===== config.mk =====
export PLATFORM = sky130hd
export DESIGN_NAME = osc_reprog_seq
export DESIGN_NICKNAME = d
export VERILOG_FILES = /design/src/rtl/osc_reprog_pkg.sv /design/src/rtl/osc_reprog_payload.sv /design/src/rtl/osc_reprog_timer.sv /design/src/rtl/osc_reprog_seq.sv
export SDC_FILE = /design/constraint.sdc
export NUM_CORES = 1
export LEC_CHECK = 0
export ABC_CLOCK_PERIOD_IN_PS = 5750
export BUFFER_PORTS_ARGS = -buffer_cell sky130_fd_sc_hd__buf_4
export CORE_MARGIN = 10
export CORE_UTILIZATION = 43
export DETAILED_ROUTE_END_ITERATION = 12
export GPL_ROUTABILITY_DRIVEN = 0
export PLACE_DENSITY = 0.68
export SLEW_MARGIN = 20
export SYNTH_ARGS = -nofsm -noshare
export SYNTH_HDL_FRONTEND = slang
export SYNTH_SLANG_ARGS = --single-unit

===== constraint.sdc =====
create_clock -name clk -period 5.75 [get_ports clk]
set_clock_uncertainty 0.2 [all_clocks]
set_input_delay 1.4375 -clock clk [delete_from_list [all_inputs] [get_ports clk]]
set_output_delay 1.4375 -clock clk [all_outputs]
set_load 0.05 [all_outputs]

===== src/rtl/osc_reprog_pkg.sv =====
// Shared encodings for the oscillator change sequencer.
// Assumes: command op codes are agreed with the byte-level bus engine.
package osc_reprog_pkg;
    typedef enum logic [1:0] {
        OP_START = 2'd0,
        OP_WRITE = 2'd1,
        OP_READ  = 2'd2,
        OP_STOP  = 2'd3
    } bus_op_e;

    typedef enum logic [1:0] {
        ERR_NONE = 2'd0,
        ERR_NACK = 2'd1,
        ERR_LATE = 2'd2
    } seq_err_e;

    typedef enum logic [2:0] {
        ST_IDLE, ST_START, ST_BYTE, ST_STOP, ST_SETTLE
    } seq_state_e;

    localparam logic [1:0] TXN_FREEZE = 2'd0;
    localparam logic [1:0] TXN_CONFIG = 2'd1;
    localparam logic [1:0] TXN_THAW   = 2'd2;
    localparam logic [1:0] TXN_STROBE = 2'd3;

    typedef struct packed {
        logic [2:0]  hs;
        logic [6:0]  n1;
        logic [37:0] rfreq;
    } osc_cfg_t;
endpackage


===== src/rtl/osc_reprog_payload.sv =====
// Byte source: gives the byte at position idx of transaction txn and
// flags the last one. Position 0 is the address byte, 1 the register.
// Assumes: idx never passes the last position of its transaction.
module osc_reprog_payload
    import osc_reprog_pkg::*;
#(
    parameter logic [6:0] DEV_ADDR = 7'h55,
    parameter logic [7:0] CFG_REG  = 8'd7,
    parameter logic [7:0] FRZ_REG  = 8'd137,
    parameter int unsigned FRZ_BIT = 4,
    parameter logic [7:0] NF_REG   = 8'd135,
    parameter int unsigned NF_BIT  = 6
) (
    input  logic [1:0] txn,
    input  logic [3:0] idx,
    input  osc_cfg_t   cfg,
    output logic [7:0] byte_o,
    output logic       last_o
);
    localparam logic [7:0] FRZ_MASK = 8'(1) << FRZ_BIT;
    localparam logic [7:0] NF_MASK  = 8'(1) << NF_BIT;

    logic [47:0] cfg_flat;
    logic [47:0] cfg_shift;
    logic [2:0]  sel;

    // Select the byte for the current position.
    always_comb begin
        cfg_flat  = cfg;
        sel       = 3'(idx - 4'd2);
        cfg_shift = cfg_flat << {sel, 3'b000};
        byte_o    = 8'h00;
        if (idx == 4'd0) begin
            byte_o = {DEV_ADDR, 1'b0};
        end else if (idx == 4'd1) begin
            case (txn)
                TXN_CONFIG: byte_o = CFG_REG;
                TXN_STROBE: byte_o = NF_REG;
                default:    byte_o = FRZ_REG;
            endcase
        end else begin
            case (txn)
                TXN_FREEZE: byte_o = FRZ_MASK;
                TXN_CONFIG: byte_o = cfg_shift[47:40];
                TXN_STROBE: byte_o = NF_MASK;
                default:    byte_o = 8'h00;
            endcase
        end
    end

    // Last position: 8 bytes for the configure burst, 3 otherwise.
    always_comb last_o = (txn == TXN_CONFIG) ? (idx == 4'd7) : (idx == 4'd2);
endmodule


===== src/rtl/osc_reprog_timer.sv =====
// Saturating up-counter with synchronous clear.
// Assumes: clr has priority over run.
module osc_reprog_timer #(
    parameter int unsigned W = 8
) (
    input  logic         clk,
    input  logic         rst_n,
    input  logic         clr,
    input  logic         run,
    output logic [W-1:0] cnt
);
    // Count while running, hold at all ones.
    always_ff @(posedge clk) begin
        if (!rst_n)                           cnt <= '0;
        else if (clr)                         cnt <= '0;
        else if (run && (cnt != {W{1'b1}}))   cnt <= cnt + 1'b1;
    end
endmodule


===== src/rtl/osc_reprog_seq.sv =====
// Oscillator change sequencer: freeze, configure, unfreeze, strobe, settle.
// Issues one bus command at a time and waits for its response.
// Assumes: the bus engine answers each command exactly once with rsp_valid.
module osc_reprog_seq
    import osc_reprog_pkg::*;
#(
    parameter logic [6:0] DEV_ADDR   = 7'h55,
    parameter logic [7:0] CFG_REG    = 8'd7,
    parameter logic [7:0] FRZ_REG    = 8'd137,
    parameter int unsigned FRZ_BIT   = 4,
    parameter logic [7:0] NF_REG     = 8'd135,
    parameter int unsigned NF_BIT    = 6,
    parameter int unsigned SETTLE_CYC = 500000,
    parameter int unsigned NF_LIMIT   = 500
) (
    input  logic        clk,
    input  logic        rst_n,
    input  logic        req_valid,
    input  logic [2:0]  req_hs,
    input  logic [6:0]  req_n1,
    input  logic [37:0] req_rfreq,
    output logic        busy,
    output logic        done,
    output logic [1:0]  err_code,
    output logic        osc_rst_req,
    output logic        cmd_valid,
    output logic [1:0]  cmd_op,
    output logic [7:0]  cmd_data,
    input  logic        rsp_valid,
    input  logic        rsp_ack
);
    localparam int unsigned SET_W = $clog2(SETTLE_CYC + 1);
    localparam int unsigned NF_W  = $clog2(NF_LIMIT + 2);

    seq_state_e       state;
    logic             pend;
    logic [1:0]       txn;
    logic [3:0]       idx;
    osc_cfg_t         cfg_q;
    logic             abort_q;
    logic [1:0]       err_q;
    logic             done_q;
    logic             nf_run;
    logic [7:0]       pay_byte;
    logic             pay_last;
    logic [SET_W-1:0] set_cnt;
    logic [NF_W-1:0]  nf_cnt;
    logic             stop_fire;
    logic             set_clr;
    logic             nf_clr;
    logic             settle_end;

    osc_reprog_payload #(
        .DEV_ADDR(DEV_ADDR), .CFG_REG(CFG_REG), .FRZ_REG(FRZ_REG),
        .FRZ_BIT(FRZ_BIT), .NF_REG(NF_REG), .NF_BIT(NF_BIT)
    ) u_pay (
        .txn(txn), .idx(idx), .cfg(cfg_q), .byte_o(pay_byte), .last_o(pay_last)
    );

    osc_reprog_timer #(.W(SET_W)) u_settle (
        .clk(clk), .rst_n(rst_n), .clr(set_clr), .run(state == ST_SETTLE), .cnt(set_cnt)
    );

    osc_reprog_timer #(.W(NF_W)) u_deadline (
        .clk(clk), .rst_n(rst_n), .clr(nf_clr), .run(nf_run), .cnt(nf_cnt)
    );

    // Timer controls and status decode.
    always_comb begin
        stop_fire  = (state == ST_STOP) && pend && rsp_valid && !abort_q;
        set_clr    = stop_fire && (txn == TXN_STROBE);
        nf_clr     = stop_fire && (txn == TXN_THAW);
        settle_end = (state == ST_SETTLE) && (set_cnt == SET_W'(SETTLE_CYC - 1));
    end

    // Command port drive.
    always_comb begin
        cmd_valid = ((state == ST_START) || (state == ST_BYTE) || (state == ST_STOP)) && !pend;
        cmd_op    = OP_START;
        cmd_data  = 8'h00;
        if (state == ST_BYTE) begin
            cmd_op   = OP_WRITE;
            cmd_data = pay_byte;
        end else if (state == ST_STOP) begin
            cmd_op = OP_STOP;
        end
    end

    assign busy        = (state != ST_IDLE);
    assign done        = done_q;
    assign err_code    = err_q;
    assign osc_rst_req = (state == ST_SETTLE);

    // Main sequencing state machine.
    always_ff @(posedge clk) begin
        if (!rst_n) begin
            state   <= ST_IDLE;
            pend    <= 1'b0;
            txn     <= TXN_FREEZE;
            idx     <= 4'd0;
            cfg_q   <= '0;
            abort_q <= 1'b0;
            err_q   <= ERR_NONE;
            done_q  <= 1'b0;
            nf_run  <= 1'b0;
        end else begin
            done_q <= 1'b0;
            case (state)
                ST_IDLE: if (req_valid) begin
                    cfg_q   <= '{hs: req_hs, n1: req_n1, rfreq: req_rfreq};
                    txn     <= TXN_FREEZE;
                    idx     <= 4'd0;
                    abort_q <= 1'b0;
                    err_q   <= ERR_NONE;
                    nf_run  <= 1'b0;
                    pend    <= 1'b0;
                    state   <= ST_START;
                end
                ST_START: begin
                    if (!pend) pend <= 1'b1;
                    else if (rsp_valid) begin
                        pend  <= 1'b0;
                        idx   <= 4'd0;
                        state <= ST_BYTE;
                    end
                end
                ST_BYTE: begin
                    if (!pend) pend <= 1'b1;
                    else if (rsp_valid) begin
                        pend <= 1'b0;
                        if (!rsp_ack) begin
                            abort_q <= 1'b1;
                            err_q   <= ERR_NACK;
                            state   <= ST_STOP;
                        end else begin
                            if ((txn == TXN_STROBE) && pay_last) begin
                                nf_run <= 1'b0;
                                if (nf_cnt > NF_W'(NF_LIMIT)) begin
                                    abort_q <= 1'b1;
                                    err_q   <= ERR_LATE;
                                end
                            end
                            if (pay_last) state <= ST_STOP;
                            else          idx   <= idx + 4'd1;
                        end
                    end
                end
                ST_STOP: begin
                    if (!pend) pend <= 1'b1;
                    else if (rsp_valid) begin
                        pend <= 1'b0;
                        if (abort_q) begin
                            state  <= ST_IDLE;
                            done_q <= 1'b1;
                        end else if (txn == TXN_STROBE) begin
                            state <= ST_SETTLE;
                        end else begin
                            if (txn == TXN_THAW) nf_run <= 1'b1;
                            txn   <= txn + 2'd1;
                            state <= ST_START;
                        end
                    end
                end
                ST_SETTLE: if (settle_end) begin
                    state  <= ST_IDLE;
                    done_q <= 1'b1;
                end
                default: state <= ST_IDLE;
            endcase
        end
    end
endmodule


==> results.json, run 1 <==
{
  "synthToLayoutAreaGrowth_pct": 16.7,
  "startpoint_kind_of_the_worst_setup_timing_path": "flop",
  "fin_nets": 669,
  "pwr-share-comb": 0.117,
  "drive_above_1_share": 0.190,
  "clk_pin_slew_ns": 0.10,
  "cellInternalPower_uw": 931,
  "global_route.usage.total": 0.150,
  "vdd.ir_drop.worst_mv": 0.112,
  "chipWidth_um": 123,
  "drt-vias-per-instance": 5.41,
  "grt.overflow.total": 0,
  "seq_area_frac_synth": 0.396,
  "critical_path_cell_by_cell": "ha_1, nor2_1, a22oi_1, o21ai_0, buf_4",
  "period_minus_slack_ns": 4.46,
  "htree_levels": 3,
  "starting_utilization_of_the_core_area": 0.444,
  "finalMaxSlewViolations": 0,
  "clock_insertion_delay_worst_skew_ns": 0.37,
  "cts_inserted_buffers": 9,
  "port-buffer-count": 68,
  "detail_route.wirelength_mm": 11.2,
  "power.density_cell_area_nw_per_um2": 239,
  "num_antenna_cells": 0,
  "synth-seq-cells": 91,
  "worstHoldPathType": "flop to flop",
  "worst_ep_required_time_ns": 4.11,
  "syn_inst": 553,
  "floorplan.die_area_um2": 15200,
  "crit_path_max_incr_delay_ns": 0.81,
  "critical_path.max_fanout": 14,
  "critPathKind": "flop to output port",
  "layout.filler_cells": 1010,
  "route.antenna.remaining_nets": 0,
  "mappedNetlistNets": 618,
  "clock_sinks": 91,
  "fmax_ghz": 0.224,
  "ios": 69,
  "drv_cap": 0,
  "synth.cell_area_um2": 4600,
  "timing.final.hold_violations": 0,
  "final_cell_area_um2": 5370,
  "run_status": "finished clean",
  "placementRows": 37,
  "setup_viol": 0,
  "setup_total_negative_slack_ns": 0,
  "worst-endpoint-arrival_ns": 2.82,
  "detailedRoute.firstIterationViolations": 280,
  "preCtsSetupSlack_ns": 1.75,
  "clockRootBuffer": "sky130_fd_sc_hd__clkbuf_8",
  "cpLargestDelayFamily": "flip-flops",
  "switchingPower_uw": 355,
  "worst-path-buf-inv": 1,
  "postCtsSetupBuffers": 0,
  "rsz0062_at_grt": "no",
  "yosysUniqueCellTypes": 56,
  "synth.yosys.warnings": 0,
  "num_vias": 4033,
  "slew_hr": 0.338,
  "average_size_of_a_mapped_cell_um2": 8.32,
  "min_period_over_period": 0.775,
  "grt_pass1_vias": 3951,
  "postSynth.topFlopCell": "sky130_fd_sc_hd__dfxtp_1",
  "synth_enable_flop_cells": 0,
  "worstMarginPinSlew_ns": 0.992,
  "cts.repair.resized": 0,
  "pwr-share-clk": 0.357,
  "antenna_found_initial": 0,
  "dr.pass1.iters": 6,
  "grt_start_max_net_pins": 50,
  "worst_slack_ns": 1.29,
  "floorplan.die.height_um": 123,
  "floorplan.core_area_um2": 10400,
  "grt_pass1_wl_mm": 18.9,
  "seqPwrFrac": 0.527,
  "placed_cell_area_um2": 5170,
  "ys_async_sr_fraction": 0,
  "cts-root-to-sink-buffers": 2,
  "cts-hold-fix-buffers": 0,
  "routed_wire_length_per_instance_um": 15.0,
  "switching_share": 0.276,
  "cts_tree": "yes",
  "cp-end-kind": "output port",
  "critPathSlowestCell": "sky130_fd_sc_hd__dfxtp_1",
  "hpwlAfterDp_mm": 8.11,
  "leakagePower_uw": 0.00206,
  "drc_errors": 0
}
==> power by group through the flow <==
stage,Sequential (uW),Clock (uW),Combinational (uW)
floorplan,681,0,102
global placement,690,0,149
detailed placement,691,0,151
CTS,677,467,152
global route,681,489,169
finish,677,459,150
==> worst register-to-register path, cell delays in order (launching register included) <==
cell	delay [ns]
sky130_fd_sc_hd__dfxtp_1	0.99
sky130_fd_sc_hd__and3_1	0.31
sky130_fd_sc_hd__o211ai_1	0.16
sky130_fd_sc_hd__or4_1	0.61
sky130_fd_sc_hd__a21oi_1	0.18
sky130_fd_sc_hd__o211a_1	0.14
==> area by class of cell <==
class,instances,area (um^2),share of cell area
Timing Repair Buffer,71,533,0.0992
Clock inverter,7,78.8,0.0147
Inverter,17,65.1,0.0121
Sequential cell,91,1820,0.339
Tap cell,136,170,0.0317
Clock buffer,9,124,0.0231
Multi-Input combinational cell,414,2580,0.480
==> path summary, 6_finish.rpt <==
| path | startpoint | end | slack (ns) | depth (start not counted) |
|---|---|---|---|---|
| worst max-delay path | idx[1] | cmd_data[2] | 1.29 | 5 |
| worst max register to register | idx[0] | abort_q | 3.11 | 5 |
| worst min-delay path | cfg_q[17] | cfg_q[17] | 0.26 | 2 |
| worst min register to register | cfg_q[17] | cfg_q[17] | 0.26 | 2 |
==> synthesized netlist by cell type (all sizes together) (2+ instances only) <==
master / n / area share
nand2: 125 / 0.10
dfxtp: 91 / 0.40
nor2: 43 / 0.036
a21boi: 32 / 0.052
a21oi: 29 / 0.032
clkbuf: 20 / 0.016
nand3: 19 / 0.021
inv: 16 / 0.013
o21ai: 15 / 0.017
ha: 12 / 0.033
buf: 11 / 0.013
xnor2: 11 / 0.021
and3: 9 / 0.012
xor2: 9 / 0.017
mux2: 8 / 0.020
mux4: 8 / 0.039
nand4: 8 / 0.015
o211ai: 8 / 0.013
a22oi: 7 / 0.011
a31oi: 7 / 0.0095
nor4: 7 / 0.013
nor2b: 6 / 0.0082
nor3: 5 / 0.0065
or3: 5 / 0.0068
and2: 4 / 0.0054
nand3b: 4 / 0.0065
or4: 4 / 0.0065
a22o: 3 / 0.0057
mux2i: 3 / 0.0065
and4: 2 / 0.0038
nor3b: 2 / 0.0033
nor4b: 2 / 0.0038
o22ai: 2 / 0.0027
o2bb2ai: 2 / 0.0038
o31ai: 2 / 0.0043
or2: 2 / 0.0027
or3b: 2 / 0.0043
==> metal layers <==
metal | share of wire | vias to the layer above | track usage | wire [um]
met3 | 0.052 | 23 | 0.0287 | 584
met4 | 0.025 | 0 | 0.0750 | 281
met1 | 0.45 | 1888 | 0.198 | 5060
met2 | 0.47 | 103 | 0.232 | 5250
li1 | - | 2019 | - | -
met5 | 0 | - | 0 | 0
==> state kept, by name (all words and copies together) (netlist names), 2 cells and up <==
signal          cells
cfg_q              48
u_settle.cnt       19
u_deadline.cnt      9
idx                 4
state               3
err_code            2
txn                 2
==> cells in the final DEF (no fill, tap or decap), types with 3 or more instances in the layout <==
cell type / instances
sky130_fd_sc_hd__ha_1: 12
sky130_fd_sc_hd__nand3_1: 19
sky130_fd_sc_hd__a31oi_1: 7
sky130_fd_sc_hd__o21ai_0: 14
sky130_fd_sc_hd__inv_1: 16
sky130_fd_sc_hd__a21oi_1: 29
sky130_fd_sc_hd__buf_4: 71
sky130_fd_sc_hd__and3_1: 9
sky130_fd_sc_hd__a22oi_1: 7
sky130_fd_sc_hd__nor2b_1: 6
sky130_fd_sc_hd__nor4_1: 6
sky130_fd_sc_hd__or3_1: 5
sky130_fd_sc_hd__and2_1: 4
sky130_fd_sc_hd__mux2_2: 8
sky130_fd_sc_hd__dfxtp_1: 91
sky130_fd_sc_hd__o211ai_1: 8
sky130_fd_sc_hd__xor2_1: 9
sky130_fd_sc_hd__a21boi_0: 32
sky130_fd_sc_hd__nor2_1: 42
sky130_fd_sc_hd__mux4_2: 8
sky130_fd_sc_hd__nand2_1: 125
sky130_fd_sc_hd__a22o_1: 3
sky130_fd_sc_hd__or4_1: 4
sky130_fd_sc_hd__xnor2_1: 11
sky130_fd_sc_hd__mux2i_1: 3
sky130_fd_sc_hd__inv_6: 5
sky130_fd_sc_hd__nand3b_1: 4
sky130_fd_sc_hd__clkbuf_8: 9
sky130_fd_sc_hd__nand4_1: 6
sky130_fd_sc_hd__nor3_1: 4
==> per-stage QoR <==
stage                     hold slack [ns]  total power (uW)  instances   util
final                               0.259              1290        745  0.518
after global routing                0.285              1340        745  0.518
after CTS                           0.259              1300        745  0.518
after detailed placement            0.245               843        729  0.499
after global placement              0.241               840        729  0.499
after floorplan                     0.233               783        553      -
==> kinds of logic after synthesis <==
| group | after synthesis | synth area share |
|---|---|---|
| muxes | 19 | 0.0652 |
| DFF | 91 | 0.396 |
| buffers and inverters | 48 | 0.0438 |
| AOI/OAI and AO/OA | 112 | 0.164 |
| and+or+nand+nor | 251 | 0.260 |
| xor gates and xnor gates | 20 | 0.0381 |
| adders and majority gates | 12 | 0.0326 |
(Power assumes the default switching activity.)
==> run 2, diff against run 1 <==
--- a/config.mk
+++ b/config.mk
@@ -5,7 +5,8 @@
 export SDC_FILE = /design/constraint.sdc
 export NUM_CORES = 1
 export LEC_CHECK = 0
-export ABC_CLOCK_PERIOD_IN_PS = 5750
+export ABC_AREA = 1
+export ABC_CLOCK_PERIOD_IN_PS = 4400
 export BUFFER_PORTS_ARGS = -buffer_cell sky130_fd_sc_hd__buf_4
 export CORE_MARGIN = 10
 export CORE_UTILIZATION = 43
==> constraint.sdc (replaced) <==
create_clock -name clk -period 4.4 [get_ports clk]
set_clock_uncertainty 0.2 [all_clocks]
set_input_delay 1.1 -clock clk [delete_from_list [all_inputs] [get_ports clk]]
set_output_delay 1.1 -clock clk [all_outputs]
set_load 0.05 [all_outputs]
==> run 2 against run 1 <==
- worst setup slack lost 0.94 ns
- global-route usage grew 0.77 points
- combinational power grew to 8.3 times the previous value
- sequential share of layout area shrank 2.2 points
- die area grew 5.9%
- clock power grew 69%
- sequential power grew 57%
- sequential cell count is the same
- clock-buffer cell count grew 2
- core utilization shrank 1.0 points
==> results.json, run 2 <==
{
  "run_status": "finished clean",
  "setup_total_negative_slack_ns": 0,
  "clockRootBuffer": "sky130_fd_sc_hd__clkbuf_16",
  "setup_viol": 0,
  "seq_area_frac_synth": 0.370,
  "ios": 69,
  "post-synth-top-area-cell": "sky130_fd_sc_hd__dfxtp_1",
  "crit_path_max_incr_delay_ns": 0.73,
  "synthTopCellsByCount": "176 x sky130_fd_sc_hd__nand2_1, 91 x sky130_fd_sc_hd__dfxtp_1, 87 x sky130_fd_sc_hd__a21oi_1",
  "cts.repair.resized": 0,
  "average_size_of_a_mapped_cell_um2": 6.80,
  "finalHoldWorstSlack_ns": 0.261,
  "drt-vias-per-instance": 5.24,
  "syn_inst": 725,
  "num_vias": 4825,
  "worst-path-buf-inv": 3,
  "synth.yosys.warnings": 0,
  "grt_start_max_net_pins": 42,
  "worst-endpoint-arrival_ns": 2.74,
  "critical_path_cell_by_cell": "inv_1, ha_1, nand2_1, inv_1, nor3_1, nand2_1, a21oi_1, buf_4",
  "port-buffer-count": 68,
  "slew_hr": 0.366,
  "yosys.cell_count.top_type": "sky130_fd_sc_hd__nand2_1",
  "layout_common_cells": "175 x sky130_fd_sc_hd__nand2_1, 91 x sky130_fd_sc_hd__dfxtp_1, 87 x sky130_fd_sc_hd__a21oi_1, 71 x sky130_fd_sc_hd__buf_4, 62 x sky130_fd_sc_hd__inv_1",
  "routed_wire_length_per_instance_um": 14.0,
  "postSynth.topFlopCell": "sky130_fd_sc_hd__dfxtp_1",
  "clock_insertion_delay_worst_skew_ns": 0.34,
  "postCtsSetupBuffers": 0,
  "grt_pass1_vias": 4654,
  "floorplan.die_area_um2": 16100,
  "dpl.cell_count": 904,
  "preCtsSetupSlack_ns": 0.802,
  "cts-hold-fix-buffers": 0,
  "finalMaxSlewViolations": 0,
  "cts_tree": "yes",
  "dr.pass1.iters": 5,
  "hpwlAfterDp_mm": 9.48,
  "synthToLayoutAreaGrowth_pct": 16.7,
  "critical_path.max_fanout": 21,
  "grt.overflow.total": 0,
  "max_flop_register": "cfg_q",
  "antenna_found_initial": 0,
  "global_route.usage.total": 0.158,
  "rsz0062_at_grt": "no",
  "cp-end-kind": "output port",
  "detail_route.wirelength_mm": 12.9,
  "cts-root-to-sink-buffers": 2,
  "startpoint_kind_of_the_worst_setup_timing_path": "flop",
  "vdd.ir_drop.worst_mv": 0.209,
  "detailedRoute.firstIterationViolations": 372,
  "synth_enable_flop_cells": 0,
  "critPathKind": "flop to output port",
  "power.density_cell_area_nw_per_um2": 537,
  "timing.final.hold_violations": 0,
  "synthTopCellsByArea": "sky130_fd_sc_hd__dfxtp_1 37%, sky130_fd_sc_hd__nand2_1 13%, sky130_fd_sc_hd__a21oi_1 8.8%",
  "num_antenna_cells": 0,
  "drv_cap": 0,
  "cts_inserted_buffers": 9,
  "largest_reg_flops": 48,
  "proportion_of_netlist_area_held_by_the_largest_area_contributor": 0.370,
  "mappedNetlistNets": 790,
  "floorplan.core_area_um2": 11300,
  "period_minus_slack_ns": 4.04,
  "drc_errors": 0,
  "leakagePower_uw": 0.00228,
  "clock_sinks": 91,
  "worst_slack_ns": 0.358,
  "cpLargestDelayFamily": "flip-flops",
  "route.antenna.remaining_nets": 0,
  "drive_above_1_share": 0.161,
  "yosysUniqueCellTypes": 35,
  "ys_async_sr_fraction": 0,
  "floorplan.die.height_um": 127,
  "layout.cells.most_common": "sky130_fd_sc_hd__nand2_1",
  "worst_ep_required_time_ns": 3.10,
  "stdcell_count": 920,
  "fmax_ghz": 0.247,
  "synth.cell_area_um2": 4930,
  "min_period_over_period": 0.919,
  "synth-seq-cells": 91,
  "worstMarginPinSlew_ns": 0.951,
  "worstHoldPathType": "flop to flop",
  "placementRows": 39,
  "chipWidth_um": 127,
  "fin_nets": 837,
  "starting_utilization_of_the_core_area": 0.435,
  "clk_pin_slew_ns": 0.07,
  "largest_regs": "cfg_q: 48 flops, u_settle.cnt: 19 flops, u_deadline.cnt: 9 flops",
  "critPathSlowestCell": "sky130_fd_sc_hd__dfxtp_1",
  "grt_pass1_wl_mm": 21.6,
  "htree_levels": 3
}
-- run 2: cell count changes after synthesis, moves of 9 or more --
cell,before,now
sky130_fd_sc_hd__a21oi_2,0,9
sky130_fd_sc_hd__and3_1,9,0
sky130_fd_sc_hd__a21oi_1,29,87
sky130_fd_sc_hd__inv_1,16,62
sky130_fd_sc_hd__o21ai_0,14,51
sky130_fd_sc_hd__a21boi_0,32,0
sky130_fd_sc_hd__nor2_1,42,61
sky130_fd_sc_hd__nand3_1,19,59
sky130_fd_sc_hd__nand2_1,125,176
-- run 2: metal layers --
metal | up-vias | wire, um | part of all wire | global-route usage
li1 | 2460 | - | - | -
met1 | 2229 | 5880 | 0.46 | 0.200
met3 | 24 | 654 | 0.051 | 0.0298
met4 | 0 | 244 | 0.019 | 0.0643
met5 | - | 0 | 0 | 0
met2 | 112 | 6080 | 0.47 | 0.258
-- run 2: worst paths after layout --
check | start | end | slack (ns) | cells past startpoint
max reg2reg | state[2] | cfg_q[20] | 1.79 | 7
min reg2reg | cfg_q[16] | cfg_q[16] | 0.26 | 2
min | cfg_q[16] | cfg_q[16] | 0.26 | 2
max | idx[1] | cmd_data[5] | 0.36 | 8
-- run 2: logic make-up after synthesis --
| family | after synthesis | share of synthesized area |
|---|---|---|
| AOI/OAI and AO/OA | 167 | 0.183 |
| buffers and inverters | 103 | 0.0896 |
| and+or+nand+nor | 341 | 0.308 |
| xor gates and xnor gates | 11 | 0.0195 |
| adders and majority gates | 12 | 0.0305 |
| DFF | 91 | 0.370 |
-- run 2: area by class of cell --
| type | count | area (um^2) |
|---|---|---|
| fillers | 1118 | 5570 |
| multi-input cells | 531 | 2670 |
| flip-flops and latches | 91 | 1820 |
| repair buffers | 71 | 533 |
| inverters | 68 | 255 |
| clock buffers | 11 | 233 |
| well taps | 143 | 179 |
| clock inverters | 5 | 62.6 |
-- run 2: worst min-delay path: stages, from the launching register on --
cell and delay (ns):
sky130_fd_sc_hd__dfxtp_1 0.30, sky130_fd_sc_hd__inv_1 0.06, sky130_fd_sc_hd__a21oi_1 0.06
-- run 2: stage by stage --
step                instance area, um^2  power [uW]   util
finish                             5750        3090  0.508
global route                       5750        3290  0.508
CTS                                5750        3090  0.508
detailed placement                 5460        2320  0.482
global placement                   5460        2290  0.482
floorplan                          4930        2020      -
-- run 2: power by group --
group / switching, uW / internal, uW / total [uW]
sequential: 115 / 949 / 1060
combinational: 864 / 383 / 1250
clock: 332 / 444 / 776
total: 1310 / 1780 / 3090
==> run 3, diff against run 2 <==
--- a/config.mk
+++ b/config.mk
@@ -8,11 +8,10 @@
 export ABC_AREA = 1
 export ABC_CLOCK_PERIOD_IN_PS = 4400
 export BUFFER_PORTS_ARGS = -buffer_cell sky130_fd_sc_hd__buf_4
-export CORE_MARGIN = 10
-export CORE_UTILIZATION = 43
+export CORE_UTILIZATION = 40
 export DETAILED_ROUTE_END_ITERATION = 12
 export GPL_ROUTABILITY_DRIVEN = 0
-export PLACE_DENSITY = 0.68
+export PLACE_DENSITY = 0.64
 export SLEW_MARGIN = 20
 export SYNTH_ARGS = -nofsm -noshare
 export SYNTH_HDL_FRONTEND = slang
==> run 3 against run 2 <==
- non-clock buffer count did not move
- global-route usage is 4.5 points higher
- clock-buffer cell count unchanged
- first-iteration DRC count shrank 29%
- largest cell class unchanged
==> results.json, run 3 (synthesis results as in run 2) <==
{
  "drc_errors": 0,
  "pwr-share-comb": 0.410,
  "cts_inserted_buffers": 9,
  "grt_use_met1": 0.277,
  "switching_share": 0.433,
  "cpLargestDelayFamily": "flip-flops",
  "critical_path.max_fanout": 21,
  "grt_pass1_wl_mm": 21.0,
  "grt_start_max_net_pins": 43,
  "placementRows": 40,
  "worst-path-buf-inv": 3,
  "dr.pass1.iters": 5,
  "use_met2": 0.326,
  "grt.met3_usage": 0.0241,
  "switchingPower_uw": 1320,
  "synthToLayoutAreaGrowth_pct": 16.5,
  "clk_pin_slew_ns": 0.07,
  "global_route.usage.total": 0.203,
  "hpwlAfterDp_mm": 9.11,
  "detailedRoute.firstIterationViolations": 265,
  "layout_common_cells": "175 x sky130_fd_sc_hd__nand2_1, 91 x sky130_fd_sc_hd__dfxtp_1, 87 x sky130_fd_sc_hd__a21oi_1, 71 x sky130_fd_sc_hd__buf_4, 62 x sky130_fd_sc_hd__inv_1",
  "ios": 69,
  "drt-vias-per-instance": 5.20,
  "clock_sinks": 91,
  "antenna_found_initial": 0,
  "final_core_util": 0.478,
  "num_antenna_cells": 0,
  "critPathSlowestCell": "sky130_fd_sc_hd__dfxtp_1",
  "worst_ep_required_time_ns": 3.10,
  "grt_busiest_layer": "met2",
  "leakagePower_uw": 0.00228,
  "grt_pass1_vias": 4491,
  "detail_route.wirelength_mm": 12.5,
  "pwr-share-clk": 0.241,
  "port-buffer-count": 68,
  "timing.final.hold_violations": 0,
  "floorplan.core_area_um2": 12000,
  "floorplan.die_area_um2": 12800,
  "path_common_cell": "sky130_fd_sc_hd__inv_1",
  "min_period_over_period": 0.913,
  "vdd.ir_drop.worst_mv": 0.188,
  "drive_above_1_share": 0.161,
  "finalMaxSlewViolations": 0,
  "clockRootBuffer": "sky130_fd_sc_hd__clkbuf_16",
  "grt.overflow.total": 0,
  "crit_path_max_incr_delay_ns": 0.70,
  "htree_levels": 3,
  "period_minus_slack_ns": 4.02,
  "setup_total_negative_slack_ns": 0,
  "slew_hr": 0.384,
  "cts.repair.resized": 0,
  "cts_tree": "yes",
  "max_flop_register": "cfg_q",
  "layout.filler_cells": 1220,
  "route.antenna.remaining_nets": 0,
  "clock_insertion_delay_worst_skew_ns": 0.34,
  "drv_cap": 0,
  "routed_wire_length_per_instance_um": 13.6,
  "largest_regs": "cfg_q: 48 flops, u_settle.cnt: 19 flops, u_deadline.cnt: 9 flops",
  "cp-end-kind": "output port",
  "worstHoldPathType": "flop to flop",
  "power.density_cell_area_nw_per_um2": 531,
  "starting_utilization_of_the_core_area": 0.410,
  "cts-root-to-sink-buffers": 2,
  "fmax_ghz": 0.249,
  "seqPwrFrac": 0.350,
  "cts-hold-fix-buffers": 0,
  "largest_reg_flops": 48,
  "run_status": "finished clean",
  "setup_viol": 0,
  "rsz0062_at_grt": "no",
  "num_vias": 4803,
  "worstMarginPinSlew_ns": 0.925,
  "postCtsSetupBuffers": 0,
  "cellInternalPower_uw": 1730,
  "floorplan.die.height_um": 113,
  "worst-endpoint-arrival_ns": 2.72,
  "fin_nets": 837,
  "startpoint_kind_of_the_worst_setup_timing_path": "flop",
  "layout.cells.most_common": "sky130_fd_sc_hd__nand2_1",
  "critical_path_cell_by_cell": "inv_1, ha_1, nand2_1, inv_1, nor3_1, a21oi_1, nor2_1, buf_4",
  "chipWidth_um": 113,
  "critPathKind": "flop to output port"
}
==> run 3: metal layers <==
metal,vias up,part of all wire
li1,2461,-
met1,2216,0.48
met2,105,0.46
met3,21,0.034
met4,0,0.020
met5,-,0
==> run 3: path summary, 6_finish.rpt <==
kind / startpoint / end / slack [ns] / cells past startpoint
worst max-delay path: idx[1] / cmd_data[7] / 0.38 / 8
worst min register to register: cfg_q[45] / cfg_q[45] / 0.26 / 2
worst max register to register: state[2] / cfg_q[20] / 1.68 / 7
worst min-delay path: cfg_q[45] / cfg_q[45] / 0.26 / 2
==> run 3: final cells by class <==
type,count,area [um^2],share of cell area
clock inverter,5,45.0,0.00785
clock buffer,11,233,0.0405
multi-input combinational,531,2670,0.465
timing repair buffer,71,533,0.0929
tap,147,184,0.0320
inverter,68,255,0.0445
sequential,91,1820,0.317
==> run 3: power groups by stage <==
stage / Sequential [uW] / Clock, uW / Combinational [uW]
final: 1070 / 734 / 1250
after global routing: 1080 / 785 / 1390
after CTS: 1060 / 750 / 1250
after detailed placement: 1080 / 0 / 1240
after global placement: 1080 / 0 / 1210
after floorplan: 1020 / 0 / 993
==> run 3: worst register-to-register path: stages, from the launching register on <==
cell,delay (ns)
sky130_fd_sc_hd__dfxtp_1,0.46
sky130_fd_sc_hd__nor2_8,0.21
sky130_fd_sc_hd__nand2_2,0.11
sky130_fd_sc_hd__inv_2,0.44
sky130_fd_sc_hd__nand2_2,0.57
sky130_fd_sc_hd__buf_4,0.41
sky130_fd_sc_hd__o21ai_0,0.18
sky130_fd_sc_hd__a21oi_1,0.05
==> run 3: through the flow <==
| stage | power (uW) | cells | area (um^2) | worst slack, ns | hold WS (ns) |
|---|---|---|---|---|---|
| CTS | 3060 | 924 | 5740 | 0.395 | 0.261 |
| detailed placement | 2320 | 908 | 5460 | 0.787 | 0.251 |
| global placement | 2290 | 908 | 5460 | 0.895 | 0.243 |
| finish | 3050 | 924 | 5740 | 0.381 | 0.259 |
| global route | 3260 | 924 | 5740 | 0.0887 | 0.275 |
| floorplan | 2020 | 725 | 4930 | 0.936 | 0.229 |
